==> src/rtl/pwm_brm_pkg.sv <==
package pwm_brm_pkg;

    typedef enum logic {
        LD_EMPTY = 1'b0,
        LD_ARMED = 1'b1
    } ld_state_e;

endpackage

==> src/rtl/pwm_brm_timebase.sv <==
module pwm_brm_timebase #(
    parameter int CNT_W = 8,
    parameter int CYC_W = 6
) (
    input  logic             clk,
    input  logic             rst_n,
    output logic [CNT_W-1:0] cnt,
    output logic [CYC_W-1:0] cyc,
    output logic             last_clk
);

    assign last_clk = &cnt;

    always_ff @(posedge clk) begin
        if (!rst_n) begin
            cnt <= '0;
            cyc <= '0;
        end else begin
            cnt <= cnt + 1'b1;
            if (last_clk) begin
                cyc <= cyc + 1'b1;
            end
        end
    end

endmodule

==> src/rtl/pwm_brm_loader.sv <==
module pwm_brm_loader
    import pwm_brm_pkg::*;
#(
    parameter int CNT_W = 8,
    parameter int CYC_W = 6
) (
    input  logic             clk,
    input  logic             rst_n,
    input  logic             wr_en,
    input  logic             wr_sel,
    input  logic [CNT_W-1:0] wr_data,
    input  logic             last_clk,
    output logic [CNT_W-1:0] duty_q,
    output logic [CYC_W-1:0] brm_q
);

    ld_state_e        state_q, state_d;
    logic             wr_duty, wr_fine, commit;
    logic [CYC_W-1:0] fine_buf;
    logic [CNT_W-1:0] pend_duty;
    logic [CYC_W-1:0] pend_brm;

    assign wr_duty = wr_en && !wr_sel;
    assign wr_fine = wr_en && wr_sel;

    // state register
    always_ff @(posedge clk) begin
        if (!rst_n) begin
            state_q <= LD_EMPTY;
        end else begin
            state_q <= state_d;
        end
    end

    // next state and commit decision
    always_comb begin
        state_d = state_q;
        commit  = 1'b0;
        unique case (state_q)
            LD_EMPTY: begin
                if (wr_duty) begin
                    if (last_clk) begin
                        commit = 1'b1;
                    end else begin
                        state_d = LD_ARMED;
                    end
                end
            end
            LD_ARMED: begin
                if (last_clk) begin
                    commit  = 1'b1;
                    state_d = LD_EMPTY;
                end
            end
            default: state_d = LD_EMPTY;
        endcase
    end

    // data registers driven by the controller
    always_ff @(posedge clk) begin
        if (!rst_n) begin
            fine_buf  <= '0;
            pend_duty <= '0;
            pend_brm  <= '0;
            duty_q    <= '0;
            brm_q     <= '0;
        end else begin
            if (wr_fine) begin
                fine_buf <= wr_data[CYC_W-1:0];
            end
            if (wr_duty) begin
                pend_duty <= wr_data;
                pend_brm  <= fine_buf;
            end
            if (commit) begin
                duty_q <= wr_duty ? wr_data  : pend_duty;
                brm_q  <= wr_duty ? fine_buf : pend_brm;
            end
        end
    end

endmodule

==> src/rtl/pwm_brm_pattern.sv <==
module pwm_brm_pattern #(
    parameter int CYC_W = 6
) (
    input  logic [CYC_W-1:0] cyc,
    input  logic [CYC_W-1:0] brm,
    output logic             stretch
);

    logic [CYC_W-1:0] hit;

    for (genvar k = 0; k < CYC_W; k++) begin : g_bit
        localparam int POS = CYC_W - 1 - k;
        localparam logic [CYC_W-1:0] LOW_MASK = CYC_W'((1 << POS) - 1);
        assign hit[k] = brm[k] & cyc[POS] & ~|(cyc & LOW_MASK);
    end

    assign stretch = |hit;

endmodule

==> src/rtl/pwm_brm.sv <==
module pwm_brm #(
    parameter int CNT_W = 8,
    parameter int CYC_W = 6
) (
    input  logic             clk,
    input  logic             rst_n,
    input  logic             wr_en,
    input  logic             wr_sel,
    input  logic [CNT_W-1:0] wr_data,
    output logic             pwm_out
);

    logic [CNT_W-1:0] cnt;
    logic [CYC_W-1:0] cyc;
    logic             last_clk;
    logic [CNT_W-1:0] duty_q;
    logic [CYC_W-1:0] brm_q;
    logic             stretch;
    logic [CNT_W:0]   on_len;

    pwm_brm_timebase #(.CNT_W(CNT_W), .CYC_W(CYC_W)) u_tb (
        .clk      (clk),
        .rst_n    (rst_n),
        .cnt      (cnt),
        .cyc      (cyc),
        .last_clk (last_clk)
    );

    pwm_brm_loader #(.CNT_W(CNT_W), .CYC_W(CYC_W)) u_ld (
        .clk      (clk),
        .rst_n    (rst_n),
        .wr_en    (wr_en),
        .wr_sel   (wr_sel),
        .wr_data  (wr_data),
        .last_clk (last_clk),
        .duty_q   (duty_q),
        .brm_q    (brm_q)
    );

    pwm_brm_pattern #(.CYC_W(CYC_W)) u_pat (
        .cyc     (cyc),
        .brm     (brm_q),
        .stretch (stretch)
    );

    assign on_len  = {1'b0, duty_q} + {{CNT_W{1'b0}}, stretch};
    assign pwm_out = ({1'b0, cnt} < on_len);

endmodule

==> config.mk <==
export PLATFORM = sky130hd
export DESIGN_NAME = pwm_brm
export DESIGN_NICKNAME = d
export VERILOG_FILES = /design/src/rtl/pwm_brm_pkg.sv /design/src/rtl/pwm_brm_timebase.sv /design/src/rtl/pwm_brm_loader.sv /design/src/rtl/pwm_brm_pattern.sv /design/src/rtl/pwm_brm.sv
export SDC_FILE = /design/constraint.sdc
export NUM_CORES = 1
export LEC_CHECK = 0
export BUFFER_PORTS_ARGS = -buffer_cell sky130_fd_sc_hd__buf_2
export CAP_MARGIN = 20
export CORE_ASPECT_RATIO = 1.25
export CORE_UTILIZATION = 50
export CTS_CLUSTER_SIZE = 25
export DETAILED_ROUTE_END_ITERATION = 10
export GPL_TIMING_DRIVEN = 0
export PLACE_DENSITY = 0.65
export SLEW_MARGIN = 20
export SYNTH_ARGS = -nofsm -noshare
export SYNTH_HDL_FRONTEND = slang
export SYNTH_HIERARCHICAL = 1
export SYNTH_SLANG_ARGS = --single-unit
==> constraint.sdc <==
create_clock -name clk -period 4.2 [get_ports clk]
set_input_delay 0.84 -clock clk [delete_from_list [all_inputs] [get_ports clk]]
set_output_delay 0.84 -clock clk [all_outputs]
set_load 0.03 [all_outputs]
==> run_results.csv <==
group,metric,value,unit
status,status,"finished clean",
pwr,p_leak,0.0009941,uW
timing,setup-violations-final,0,
setup_path,crit_path_end_kind,"output port",
global_route,antenna_found_initial,0,
pwr,vdd_drop_max,186.6,uV
synth,yosys_most_used_dff,"dfxtp_1",
synth,synth_seq_area_share,39.88,%
setup_path,cp_slowest_cell,"dfxtp_1",
routing,wl_per_cell,13.70,um
placed_design,dpl_cell_area,2585,um2
synth,synth.cell_area,2460,um2
layout,insertedDiodeCount,0,
setup_path,cp-start-kind,"register",
clock_tree,clkLatencyLatePin,0.30,ns
global_route,grt_pass1_wl,8148,um
synth,syn_area_per_cell,9.684,um2
clock_tree,ctsLongestPathBuffers,2,
synth,yosysWarnings,6,
layout,fill_cells,429,
timing,hold_violations,0,
setup_path,critPathKind,"register to output port",
routing,antenna_left,0,
synth,synthDistinctLibCells,42,
layout,final_common_cell,"dfxtp_1",
layout,areaGrowthSynthToFinish,9.461,%
routing,dr.pass1.iters,4,
layout,finalInstanceArea,2693,um2
clock_tree,cts.clk_slew.worst_paths,0.09,ns
setup_path,crit_path_max_incr_delay,0.38,ns
synth,ys_ff_latch,49,
timing,fin_skew,0.004607,ns
layout,most-common-layout-cells,"48 x dfxtp_1, 19 x nand2_1, 16 x mux2i_1",
worst_hold_path,worstHoldPathType,"register to register",
timing,relSlewSlack,68.03,%
synth,synth-edff-count,0,
setup_path,path_cells,"a211oi_2, o21ai_1, a221oi_2, a21oi_2, ha_1, ha_1, nand3_1, nor2_1, xnor2_1, ha_1, a21o_1, a211oi_1, o21ai_1, o2111ai_1, buf_4",
clock_tree,cts.sinks,49,
floorplanning,fp.dieArea,5206,um2
timing,fin_crit_sh,93.74,%
synth,syn_inst,254,
placed_design,dp_slack,0.4527,ns
routing,vias,1826,
floorplanning,initial_core_util,52.01,%
routing,viasPerCell,5.483,
clock_tree,clockRootBuffer,"clkbuf_8",
placed_design,portBuffers,10,
clock_tree,numCtsBuffers,5,
clock_tree,cts_htree_levels,2,
placed_design,globalplace.congestion,0.7702,
job,drv_cap,0,
global_route,grt_pass1_vias,1794,
floorplanning,die_w,64.74,um
timing,tns,0,ns
routing,drc,0,
timing,slew_violations,0,
synth,syn_nets,278,
setup_path,path_max_fanout,6,
setup_path,critPathRequiredTime,3.36,ns
timing,fin_ws,0.2627,ns
routing,first_iter_violations,97,
floorplanning,rows,28,
setup_path,path_common_cell,"ha_1",
layout,layout.nets,296,
floorplanning,coreArea,4730,um2
synth,ys_async_sr_fraction,0,%
routing,routed_wl,4561,um
layout,drive_gt1_share,22.71,%
clock_tree,hold_buffers,0,
placed_design,hpwl,3431,um
pwr,powerDensity,310.3,nW/um2
global_route,grt_max_degree,16,
clock_tree,cts_tree,"built",
global_route,overflow,0,
timing,period_needed,3.937,ns
timing,tightest_slew,0.4736,ns
setup_path,arrival,3.10,ns
floorplanning,die_h,80.42,um
floorplanning,pin_count,13,
timing,rsz0062_at_grt,"no",
timing,fmax,254.0,MHz
global_route,grtUsageTotal,20.30,%
[power breakdown]
group / switching [uW] / total (uW) / internal [uW] / leakage, uW
Combinational: 36.3 / 64.7 / 28.4 / 0.000545
Sequential: 7.37 / 481 / 474 / 0.000398
Clock: 156 / 290 / 134 / 0.0000512
[layer usage]
metal | routed length [um] | part of all wire, % | global-route usage [%] | vias to the layer above
met4 | 67 | 1.5 | 7.333 | 0
met3 | 115 | 2.5 | 3.835 | 4
met1 | 2088 | 46 | 24.58 | 847
met5 | 0 | 0 | 0 | -
li1 | - | - | - | 952
met2 | 2289 | 50 | 35.21 | 23
[cell type report]
cell class | instances | area [um2] | area share (%)
multi-input combinational | 188 | 1384 | 51.39
sequential | 49 | 984.7 | 36.57
clock inverter | 2 | 13.76 | 0.5112
timing repair buffer | 11 | 57.56 | 2.138
inverter | 5 | 18.77 | 0.6970
buffer | 12 | 76.32 | 2.835
clock buffer | 6 | 82.58 | 3.067
tap | 60 | 75.07 | 2.788
[worst max-delay path: cells and delay by family (launching register included)]
kind | cells | cell delay, ns
buffers and inverters | 1 | 0.19
AO/OA/AOI/OAI | 8 | 1.21
AND/OR/NAND/NOR | 2 | 0.22
XOR/XNOR | 1 | 0.15
flip-flops | 1 | 0.38
adder cells (fa/ha/maj) | 3 | 0.66
[kinds of logic after synthesis]
group | share of synthesized area (%)
simple gates | 20.60
compound gates | 19.84
flops | 39.88
buf+inv | 3.865
mux | 6.511
fa+ha+maj | 6.104
xor+xnor | 3.205
[synthesized netlist by cell type, drive strengths merged (2+ instances only)]
| library cell | n | share of area (%) |
|---|---|---|
| mux2i | 16 | 6.5 |
| or4 | 4 | 1.2 |
| a211oi | 2 | 0.81 |
| o31ai | 4 | 1.2 |
| xnor2 | 6 | 2.1 |
| nand2b | 2 | 0.81 |
| a221oi | 2 | 1.2 |
| buf | 5 | 2.0 |
| ha | 12 | 6.1 |
| or2 | 14 | 3.6 |
| inv | 5 | 0.76 |
| nand3 | 14 | 3.1 |
| a21oi | 22 | 6.2 |
| o21a | 2 | 0.92 |
| o311ai | 14 | 5.0 |
| nor2 | 11 | 1.7 |
| nor2b | 15 | 4.1 |
| a21boi | 6 | 1.8 |
| xor2 | 3 | 1.1 |
| clkbuf | 7 | 1.1 |
| or3 | 3 | 0.86 |
| nand2 | 19 | 2.9 |
| o21ai | 7 | 1.4 |
| dfxtp | 49 | 40 |
| nand4 | 4 | 1.6 |
[path summary, 6_finish.rpt]
kind                            cells past startpoint             start  slack [ns]               end
worst max register to register                      8       u_tb/cnt[0]        1.94    u_ld/duty_q[3]
worst min-delay path                                2  u_ld/fine_buf[4]        0.47  u_ld/fine_buf[4]
worst max-delay path                               15       u_tb/cyc[3]        0.26           pwm_out
worst min register to register                      2  u_ld/fine_buf[4]        0.47  u_ld/fine_buf[4]
[registers in the layout (all words and copies together), names as in the netlist]
name,count
u_ld/pend_duty,8
u_tb/cyc,6
u_ld/state_q,1
u_ld/brm_q,6
u_ld/duty_q,8
u_ld/fine_buf,6
u_tb/cnt,8
u_ld/pend_brm,6
[timing repair]
item                       CTS  global route
buffers inserted             0             0
setup endpoints to repair    0             1
gates resized for setup      0             4
[per-stage QoR]
step           hold slack, ns  util (%)  power, uW  instances
3_5_place_dp           0.4619     54.66      558.2        324
6_report               0.4675     56.93      835.5        333
2_1_floorplan          0.4431         -      538.2        254
4_1_cts                0.4749     56.69      851.9        332
5_1_grt                0.4932     56.93      876.1        333
3_3_place_gp           0.4580     54.66      557.4        324
Note: power is estimated with default switching activity, not from simulation.
